===== config.mk =====
export PLATFORM = sky130hd
export DESIGN_NAME = wake_seq_top
export DESIGN_NICKNAME = d
export VERILOG_FILES = /design/src/rtl/wake_seq_pkg.sv /design/src/rtl/wake_seq_regs.sv /design/src/rtl/wake_seq_timer.sv /design/src/rtl/wake_seq_fsm.sv /design/src/rtl/wake_seq_top.sv
export SDC_FILE = /design/constraint.sdc
export NUM_CORES = 1
export LEC_CHECK = 0
export ABC_AREA = 1
export BUFFER_PORTS_ARGS = -buffer_cell sky130_fd_sc_hd__buf_2
export CAP_MARGIN = 20
export CORE_ASPECT_RATIO = 1.1
export CORE_MARGIN = 2
export CORE_UTILIZATION = 45
export DETAILED_ROUTE_END_ITERATION = 16
export GPL_TIMING_DRIVEN = 0
export PLACE_DENSITY = 0.69
export SETUP_SLACK_MARGIN = 0.5
export SLEW_MARGIN = 25
export SYNTH_ARGS = -nofsm -noshare
export SYNTH_HDL_FRONTEND = slang
export SYNTH_HIERARCHICAL = 1
export SYNTH_SLANG_ARGS = --single-unit

===== constraint.sdc =====
create_clock -name clk -period 5.65 [get_ports clk]
set_input_delay 0.2825 -clock clk [delete_from_list [all_inputs] [get_ports clk]]
set_output_delay 0.2825 -clock clk [all_outputs]
set_load 0.1 [all_outputs]

===== src/rtl/wake_seq_pkg.sv =====
package wake_seq_pkg;

    typedef enum logic [2:0] {
        ST_IDLE  = 3'd0,
        ST_COUNT = 3'd1,
        ST_PWRUP = 3'd2,
        ST_RUN   = 3'd3,
        ST_PWRDN = 3'd4
    } seq_state_t;

    typedef enum logic [1:0] {
        CAUSE_NONE = 2'b00,
        CAUSE_DONE = 2'b01,
        CAUSE_TRAP = 2'b10,
        CAUSE_HOST = 2'b11
    } halt_cause_t;

    localparam logic [1:0] A_PERIOD = 2'd0;
    localparam logic [1:0] A_ENTRY  = 2'd1;
    localparam logic [1:0] A_CTRL   = 2'd2;
    localparam logic [1:0] A_CMD    = 2'd3;

    localparam int CMD_STOP_BIT   = 0;
    localparam int CMD_RESUME_BIT = 1;
    localparam int CMD_HALT_BIT   = 2;
    localparam int CMD_RESET_BIT  = 3;

    typedef struct packed {
        logic stop;
        logic resume;
        logic halt;
        logic reset;
    } host_cmd_t;

    function automatic host_cmd_t decode_cmd(input logic we, input logic [1:0] addr,
                                             input logic [3:0] bits);
        host_cmd_t c;
        logic      hit;
        hit      = we && (addr == A_CMD);
        c.stop   = hit && bits[CMD_STOP_BIT];
        c.resume = hit && bits[CMD_RESUME_BIT];
        c.halt   = hit && bits[CMD_HALT_BIT];
        c.reset  = hit && bits[CMD_RESET_BIT];
        return c;
    endfunction

    // Stop source priority while running: trap, then done, then host halt.
    function automatic halt_cause_t pick_cause(input logic trap, input logic done,
                                               input logic halt);
        if (trap)      return CAUSE_TRAP;
        else if (done) return CAUSE_DONE;
        else if (halt) return CAUSE_HOST;
        else           return CAUSE_NONE;
    endfunction

endpackage


===== src/rtl/wake_seq_regs.sv =====
module wake_seq_regs
    import wake_seq_pkg::*;
#(
    parameter int PERIOD_W = 16,
    parameter int ENTRY_W  = 16,
    parameter int DATA_W   = 32
) (
    input  logic                clk,
    input  logic                rst,
    input  logic                host_we,
    input  logic [1:0]          host_addr,
    input  logic [DATA_W-1:0]   host_wdata,
    input  logic                trap_disarm,
    input  logic                cp_disarm,
    output logic [PERIOD_W-1:0] period_q,
    output logic [ENTRY_W-1:0]  entry_q,
    output logic                enable_q,
    output host_cmd_t           cmd
);

    localparam int CMD_W = 4;

    logic enable_d;
    logic wr_period, wr_entry, wr_ctrl;
    logic unused_wdata;

    assign unused_wdata = ^host_wdata;

    assign cmd       = decode_cmd(host_we, host_addr, host_wdata[CMD_W-1:0]);
    assign wr_period = host_we && (host_addr == A_PERIOD);
    assign wr_entry  = host_we && (host_addr == A_ENTRY);
    assign wr_ctrl   = host_we && (host_addr == A_CTRL);

    // Clears win over sets.
    always_comb begin
        enable_d = enable_q;
        if (wr_ctrl)    enable_d = host_wdata[0];
        if (cmd.resume) enable_d = 1'b1;
        if (cmd.stop || cmd.reset || trap_disarm || cp_disarm) enable_d = 1'b0;
    end

    always_ff @(posedge clk) begin
        if (rst) begin
            period_q <= '0;
            entry_q  <= '0;
            enable_q <= 1'b0;
        end else begin
            enable_q <= enable_d;
            if (wr_period) period_q <= host_wdata[PERIOD_W-1:0];
            if (wr_entry)  entry_q  <= host_wdata[ENTRY_W-1:0];
        end
    end

    AST_TRAP_DISARMS: assert property (@(posedge clk) disable iff (rst)
        trap_disarm |=> !enable_q) else $error("trap left timer armed");
    AST_COP_DISARMS: assert property (@(posedge clk) disable iff (rst)
        cp_disarm |=> !enable_q) else $error("coprocessor clear ignored");
    AST_RESUME_KEEPS_PERIOD: assert property (@(posedge clk) disable iff (rst)
        (cmd.resume && !wr_period) |=> $stable(period_q)) else $error("resume changed period");

endmodule


===== src/rtl/wake_seq_timer.sv =====
module wake_seq_timer #(
    parameter int PERIOD_W = 16
) (
    input  logic                clk,
    input  logic                rst,
    input  logic                restart,
    input  logic                run,
    input  logic                tick,
    input  logic [PERIOD_W-1:0] period_in,
    output logic                expire
);

    logic [PERIOD_W-1:0] count_q;
    logic [PERIOD_W-1:0] period_q;
    logic [PERIOD_W:0]   count_nx;

    assign count_nx = {1'b0, count_q} + 1'b1;
    // A zero period expires on the first strobe.
    assign expire   = run && tick && (count_nx >= {1'b0, period_q});

    always_ff @(posedge clk) begin
        if (rst) begin
            count_q  <= '0;
            period_q <= '0;
        end else if (restart) begin
            count_q  <= '0;
            period_q <= period_in;
        end else if (run && tick && !expire) begin
            count_q  <= count_nx[PERIOD_W-1:0];
        end
    end

    AST_NO_OVERFLOW: assert property (@(posedge clk) disable iff (rst)
        (count_q < period_q) || (count_q == '0)) else $error("count passed period");
    AST_PERIOD_LATCHED: assert property (@(posedge clk) disable iff (rst)
        !restart |=> $stable(period_q)) else $error("period changed mid count");

endmodule


===== src/rtl/wake_seq_fsm.sv =====
module wake_seq_fsm
    import wake_seq_pkg::*;
#(
    parameter int ENTRY_W = 16
) (
    input  logic               clk,
    input  logic               rst,
    input  logic               enable,
    input  logic               expire,
    input  logic               pwr_ack,
    input  logic               cp_done,
    input  logic               cp_trap,
    input  logic               cp_en_clr,
    input  logic               host_halt,
    input  logic               host_reset,
    input  logic [ENTRY_W-1:0] entry_in,
    output logic               restart,
    output logic               timer_run,
    output logic               trap_disarm,
    output logic               cp_disarm,
    output logic               pwr_req,
    output logic               cp_run,
    output logic [ENTRY_W-1:0] cp_entry,
    output logic               wake_req,
    output logic [1:0]         halt_cause
);

    seq_state_t  state_q, state_d;
    halt_cause_t cause_q, cause_d;
    halt_cause_t stop_src;
    logic        stop_now;
    logic        wake_d;
    logic [ENTRY_W-1:0] entry_run_q;

    assign stop_src = pick_cause(cp_trap, cp_done, host_halt);
    assign stop_now = (state_q == ST_RUN) && (stop_src != CAUSE_NONE) && !host_reset;

    always_comb begin
        state_d = state_q;
        cause_d = cause_q;
        wake_d  = 1'b0;
        restart = 1'b0;
        if (host_reset) begin
            state_d = ST_IDLE;
            cause_d = CAUSE_NONE;
        end else begin
            unique case (state_q)
                ST_IDLE: begin
                    if (enable && !pwr_ack) begin
                        state_d = ST_COUNT;
                        restart = 1'b1;
                    end
                end
                ST_COUNT: begin
                    if (!enable)     state_d = ST_IDLE;
                    else if (expire) state_d = ST_PWRUP;
                end
                ST_PWRUP: begin
                    if (pwr_ack) state_d = ST_RUN;
                end
                ST_RUN: begin
                    if (stop_now) begin
                        state_d = ST_PWRDN;
                        cause_d = stop_src;
                        wake_d  = (stop_src == CAUSE_TRAP);
                    end
                end
                ST_PWRDN: begin
                    if (!pwr_ack) begin
                        if (enable) begin
                            state_d = ST_COUNT;
                            restart = 1'b1;
                        end else begin
                            state_d = ST_IDLE;
                        end
                    end
                end
                default: state_d = ST_IDLE;
            endcase
        end
    end

    assign trap_disarm = stop_now && (stop_src == CAUSE_TRAP);
    assign cp_disarm   = (state_q == ST_RUN) && cp_en_clr;
    assign timer_run   = (state_q == ST_COUNT);
    assign pwr_req     = (state_q == ST_PWRUP) || (state_q == ST_RUN);
    assign cp_run      = (state_q == ST_RUN);
    assign cp_entry    = entry_run_q;
    assign halt_cause  = cause_q;

    always_ff @(posedge clk) begin
        if (rst) begin
            state_q     <= ST_IDLE;
            cause_q     <= CAUSE_NONE;
            wake_req    <= 1'b0;
            entry_run_q <= '0;
        end else begin
            state_q  <= state_d;
            cause_q  <= cause_d;
            wake_req <= wake_d;
            if (state_q == ST_PWRUP && state_d == ST_RUN) entry_run_q <= entry_in;
        end
    end

    AST_RUN_AFTER_ACK: assert property (@(posedge clk) disable iff (rst)
        $rose(cp_run) |-> $past(pwr_ack)) else $error("run before power good");
    AST_WAKE_FROM_TRAP: assert property (@(posedge clk) disable iff (rst)
        wake_req |-> $past(state_q == ST_RUN && cp_trap)) else $error("wake without trap");
    AST_WAKE_ONE_CYCLE: assert property (@(posedge clk) disable iff (rst)
        wake_req |=> !wake_req) else $error("wake longer than one cycle");
    AST_RUN_HOLDS: assert property (@(posedge clk) disable iff (rst)
        (state_q == ST_RUN && !cp_done && !cp_trap && !host_halt && !host_reset)
        |=> (state_q == ST_RUN)) else $error("run ended without stop source");
    AST_RESET_IDLE: assert property (@(posedge clk) disable iff (rst)
        host_reset |=> (state_q == ST_IDLE && !pwr_req)) else $error("reset command ignored");

endmodule


===== src/rtl/wake_seq_top.sv =====
module wake_seq_top
    import wake_seq_pkg::*;
#(
    parameter int PERIOD_W = 16,
    parameter int ENTRY_W  = 16,
    parameter int DATA_W   = 32
) (
    input  logic               clk,
    input  logic               rst,
    input  logic               slow_tick,
    input  logic               host_we,
    input  logic [1:0]         host_addr,
    input  logic [DATA_W-1:0]  host_wdata,
    output logic               pwr_req,
    input  logic               pwr_ack,
    output logic               cp_run,
    output logic [ENTRY_W-1:0] cp_entry,
    input  logic               cp_done,
    input  logic               cp_trap,
    input  logic               cp_en_clr,
    output logic               wake_req,
    output logic [1:0]         halt_cause
);

    logic [PERIOD_W-1:0] period_q;
    logic [ENTRY_W-1:0]  entry_q;
    logic                enable_q;
    host_cmd_t           cmd;
    logic                restart, timer_run, expire;
    logic                trap_disarm, cp_disarm;

    wake_seq_regs #(.PERIOD_W(PERIOD_W), .ENTRY_W(ENTRY_W), .DATA_W(DATA_W)) u_regs (
        .clk(clk), .rst(rst), .host_we(host_we), .host_addr(host_addr),
        .host_wdata(host_wdata), .trap_disarm(trap_disarm), .cp_disarm(cp_disarm),
        .period_q(period_q), .entry_q(entry_q), .enable_q(enable_q), .cmd(cmd)
    );

    wake_seq_timer #(.PERIOD_W(PERIOD_W)) u_timer (
        .clk(clk), .rst(rst), .restart(restart), .run(timer_run),
        .tick(slow_tick), .period_in(period_q), .expire(expire)
    );

    wake_seq_fsm #(.ENTRY_W(ENTRY_W)) u_fsm (
        .clk(clk), .rst(rst), .enable(enable_q), .expire(expire), .pwr_ack(pwr_ack),
        .cp_done(cp_done), .cp_trap(cp_trap), .cp_en_clr(cp_en_clr),
        .host_halt(cmd.halt), .host_reset(cmd.reset), .entry_in(entry_q),
        .restart(restart), .timer_run(timer_run), .trap_disarm(trap_disarm),
        .cp_disarm(cp_disarm), .pwr_req(pwr_req), .cp_run(cp_run),
        .cp_entry(cp_entry), .wake_req(wake_req), .halt_cause(halt_cause)
    );

endmodule


Yosys cells after proc, flatten, opt, wreduce, memory -nomap -nowiden
Cells that the tools add are included.
- register bits after elaboration: 87
- bits of input ports: 42
- output and inout port bits: 21
- logic and storage cells: 74
- add/subtract/negate cells: 1
- magnitude comparators: 1
- eq/ne operators: 9
- multiplexer cells: 19
- bitwise logic cells: 2
- reductions and logical operators: 33
- operator list (cell ; count):
    3-bit 2-to-1 mux ; 7
    16-bit by 1-bit adder with 17-bit output (second input constant) ; 1
    17-bit by 16-bit greater-or-equal comparator with 1-bit output ; 1
    1-bit logical AND ; 17
    3-bit one-hot mux with 5 select lines ; 1
    3-bit by 2-bit == test with 1-bit output (second input constant) ; 3
    1-bit 2-to-1 mux ; 7
    2-bit == test (second input constant) ; 3
    2-bit 2-to-1 mux ; 3
    2-bit OR reduction ; 3
    1-bit logical OR ; 4
    2-bit nonzero test ; 2
    4-bit OR reduction ; 1
    3-bit by 1-bit == test with 1-bit output (second input constant) ; 1
    3-bit == test (second input constant) ; 1
    1-bit zero test ; 3
    3-bit zero test ; 1
    2-bit by 1-bit == test with 1-bit output (second input constant) ; 1
    2-bit zero test ; 1
    1-bit NOT ; 2
    1-bit one-hot mux with 2 select lines ; 1
    2-bit AND reduction ; 1

Depth between registers and ports, before layout
- depth in word-level cells: 14
- mapped depth: 27

Modules after synthesis
Netlist, hierarchy kept.
- modules (own cells, without submodules) (module ; times used ; cells each ; area each (sq um) ; sequential area each (sq um)):
    wake_seq_timer ; 1 ; 313 ; 2135.8 ; 640.6
    wake_seq_regs ; 1 ; 161 ; 1277.5 ; 660.6
    wake_seq_fsm ; 1 ; 157 ; 1074.8 ; 440.4

Worst setup path before layout
OpenSTA, ideal clock, no wires.
- path type: reg-to-reg
- start: register u_timer.count_q[0]
- end: register u_fsm.entry_run_q[0] (netlist: u_fsm/cp_entry[0])
- setup time: 0.119 ns
- arrival time: 2.967 ns
- required time: 5.531 ns
- path slack: 2.564 ns
- stages on the path, launching flop included: 26
- period minus slack after synthesis: 3.086 ns
- path through: dfxtp_1 > ha_1 > nand2_1 > nor2_4 > nand2_4 > nor2_1 > xor2_1 > inv_1 > ha_1 > nand2_1 > nor2_1 > nand2_1 > nor2_2 > nand2_4 > buf_12 > nand3_4 > nand2_1 > inv_1 > nor2_1 > nand3_1 > nand2_1 > nor2_1 > nand2_2 > buf_4 > a21oi_1 > nor2_1
- cells in the longest elaborated chain, start to end: 9
- RTL lines (what ; RTL line ; text):
    from (decl) ; wake_seq_timer.sv:13 ; logic [PERIOD_W-1:0] count_q;
    from (signal assigned) ; wake_seq_timer.sv:29 ; count_q <= count_nx[PERIOD_W-1:0];
    16-bit by 1-bit adder with 17-bit output ; wake_seq_timer.sv:17 ; assign count_nx = {1'b0, count_q} + 1'b1;
    named net u_timer.count_nx[12] ; wake_seq_timer.sv:15 ; logic [PERIOD_W:0] count_nx;
    17-bit by 16-bit greater-or-equal comparator with 1-bit output ; wake_seq_timer.sv:19 ; assign expire = run && tick && (count_nx >= {1'b0, period_q});
    1-bit logical AND ; wake_seq_timer.sv:19 ;
    named net expire ; wake_seq_top.sv:29 ; logic restart, timer_run, expire;
    3-bit 2-to-1 mux ; wake_seq_fsm.sv:56 ; else if (expire) state_d = ST_PWRUP;
    3-bit 2-to-1 mux ; wake_seq_fsm.sv:55 ; if (!enable) state_d = ST_IDLE;
    3-bit one-hot mux with 5 select lines ; wake_seq_fsm.sv:47 ; unique case (state_q)
    3-bit 2-to-1 mux ; wake_seq_fsm.sv:43 ; if (host_reset) begin
    3-bit by 2-bit == test with 1-bit output ; wake_seq_fsm.sv:101 ; if (state_q == ST_PWRUP && state_d == ST_RUN) entry_run_q <= entry_in;
    1-bit logical AND ; wake_seq_fsm.sv:101 ;
    to (signal assigned) ; wake_seq_fsm.sv:101 ;
    to (decl) ; wake_seq_fsm.sv:33 ; logic [ENTRY_W-1:0] entry_run_q;
The timed path passes the listed nets, and every way through them passes these cells.
A chain may end at the register's enable or synchronous reset.

Final worst setup path
- start: register u_timer.count_q[0]
- end: register u_fsm.entry_run_q[2] (netlist: u_fsm/cp_entry[2])
The elaborated chain is that of the path after synthesis.

==> impl_metrics.ini <==
[worst_setup_path]
cp.arrival_ns = 3.98
critPathBufInv = 4
max_stage_delay_ns = 0.43
start_kind = flop
r2r-end = u_fsm/cp_entry[2]$_SDFFE_PP0P_
cpMaxStageDelayCell = dfxtp_1
crit_type = reg2reg
crit_family = simple AND/OR/NAND/NOR gates
reg2reg_slack_ns = 1.92
reg2reg_from = u_timer/count_q[0]$_SDFFE_PP0P_
endpoint_kind = flop
cp_max_fo = 10
cp.required_ns = 5.90
cp-startpoint = u_timer/count_q[0]$_SDFFE_PP0P_
worstRegToRegCells = 25

[detailed_routing]
wl_per_cell_um = 12.3
drt_iter0_drc = 103
final_antenna_net_count = 0
num_vias = 3956
viasPerCell = 4.88
dr.pass1.iters = 4
drc = 0
drt-total-wl_um = 9960

[synthesis]
syn_avg_cell_area_um2 = 7.12
synthCells = 629
synthesis.area_mm2 = 0.00448
yosys_warnings = 6
synth_nets = 688

[grt]
grt_usage_pct = 19.8
grt_pass1_wl_um = 17300
grt_pass1_vias = 3943
antenna_found_initial = 0
gr-total-overflow = 0
grt_max_degree = 18

[hold_path]
worstHoldPathType = in2reg
holdPathStages = 3
min_to = u_regs/entry_q[14]$_SDFFE_PP0P_
min_from = host_wdata[14]

[pwr]
power.total_mw = 1.29
seqPwrFrac_pct = 49.6
p_leak_nw = 2.37
swShare_pct = 26.7
p_per_area_mw_per_mm2 = 252
p_clk_share_pct = 39.2
internal-power_mw = 0.943
power_switching_mw = 0.343
ir_worst_vdd_mv = 0.159
pwr-share-comb_pct = 11.2

[final_layout]
drive_gt1_share_pct = 16.5
n_fill_cell = 1006
final_cells = 811
n_antenna_cell = 0
syn2layout_area_growth_pct = 13.8
num-nets-final = 745
finish.utilization_pct = 52.0
fin_area_mm2 = 0.00510

[cts]
cts_buffers = 9
clk_pin_slew_ns = 0.09
post-cts-setup-buffers = 0
cts_tree = yes
insertion_delay_ns = 0.36
cts_hold_repair.buffers = 0
clockBufferDepth = 2
cts.sinks = 87
cts_root_buf = clkbuf_8
post_cts_resized = 0
htree_levels = 3

[timing]
whs_ns = 0.156
finalSetupViolations = 0
fin_tns_setup_ns = 0
slew_violations = 0
relSlewSlack_pct = 60.1
fin_crit_sh_pct = 66.0
hold_viol_final = 0
max_freq_mhz = 268
clock_skew_ns = 0.0136
rsz0062_at_grt = false
period_needed_ns = 3.73
worst_slack_ns = 1.92
tightest_slew_ns = 0.596

[floorplanning]
placementRows = 38
pin_count = 63
dieArea_mm2 = 0.0108
initial_utilization_pct = 45.7
die_w_um = 99.1
core_mm2 = 0.00979
die_h_um = 109

[placement]
dpl_cell_area_mm2 = 0.00486
pre_cts_ws_ns = 1.95
hpwl_um = 7880
numPortBuffers = 46
dp_cells = 795
gp_congestion = 0.841

[outcome]
outcome = completed

[job]
drv_cap = 0
## power by group through the flow
| stage | sequential [mW] | clock (mW) | combinational [mW] |
|---|---|---|---|
| 2_1_floorplan | 0.650 | 0 | 0.106 |
| 3_3_place_gp | 0.652 | 0 | 0.139 |
| 3_5_place_dp | 0.652 | 0 | 0.144 |
| 4_1_cts | 0.638 | 0.518 | 0.145 |
| 5_1_grt | 0.640 | 0.542 | 0.161 |
| 6_report | 0.638 | 0.505 | 0.144 |
## registers in the layout, indices dropped and copies added (netlist names)
signal,count
u_fsm/wake_req,1
u_fsm/halt_cause,2
u_fsm/cp_entry,16
u_regs/enable_q,1
u_timer/period_q,16
u_timer/count_q,16
u_fsm/state_q,3
u_regs/period_q,16
u_regs/entry_q,16
## metal layers
| metal | track usage [%] | part of all wire, % | vias to the layer above |
|---|---|---|---|
| met2 | 35.3 | 50 | 56 |
| met4 | 7.63 | 1.5 | 0 |
| met3 | 5.00 | 3.7 | 13 |
| met5 | 0 | 0 | - |
| li1 | - | - | 2108 |
| met1 | 22.9 | 45 | 1779 |
## layout make-up
cell class / count / area [um2] / area share [%]
multi-input combinational: 438 / 2260 / 44.4
sequential: 87 / 1740 / 34.2
inverter: 81 / 307 / 6.01
timing repair buffer: 46 / 230 / 4.52
buffer: 23 / 169 / 3.31
tap: 120 / 150 / 2.95
clock buffer: 9 / 124 / 2.43
clock inverter: 7 / 113 / 2.21
## tightest hold or removal path, cell delays in order
cell    delay, ns
buf_2        0.08
nor2_1       0.04
nor2_1       0.08
## worst max path at each step
| stage | to | slack [ns] | cells past startpoint |
|---|---|---|---|
| 5_1_grt | u_fsm/cp_entry[4]$_SDFFE_PP0P_ | 1.55 | 24 |
| 3_5_place_dp | u_fsm/cp_entry[12]$_SDFFE_PP0P_ | 1.95 | 25 |
| 2_1_floorplan | u_fsm/cp_entry[0]$_SDFFE_PP0P_ | 2.56 | 25 |
| 6_report | u_fsm/cp_entry[2]$_SDFFE_PP0P_ | 1.92 | 25 |
| 3_3_place_gp | u_fsm/cp_entry[11]$_SDFFE_PP0P_ | 2.07 | 24 |
| 4_1_cts | u_fsm/cp_entry[12]$_SDFFE_PP0P_ | 1.93 | 25 |
## cell usage in the layout (no fill, tap or decap), drive strengths merged, types with 2 or more instances in the layout
cell and instances:
nor2 172, inv 83, clkbuf 18, nand3 28, a211oi 18, nand4 19, xor2 10, nor3 6
nor3b 2, clkinv 2, dfxtp 87, bufinv 2, o21ai 35, ha 17, a21oi 21, a21o 2
nand2 104, buf 60
(Power assumes the default switching activity.)
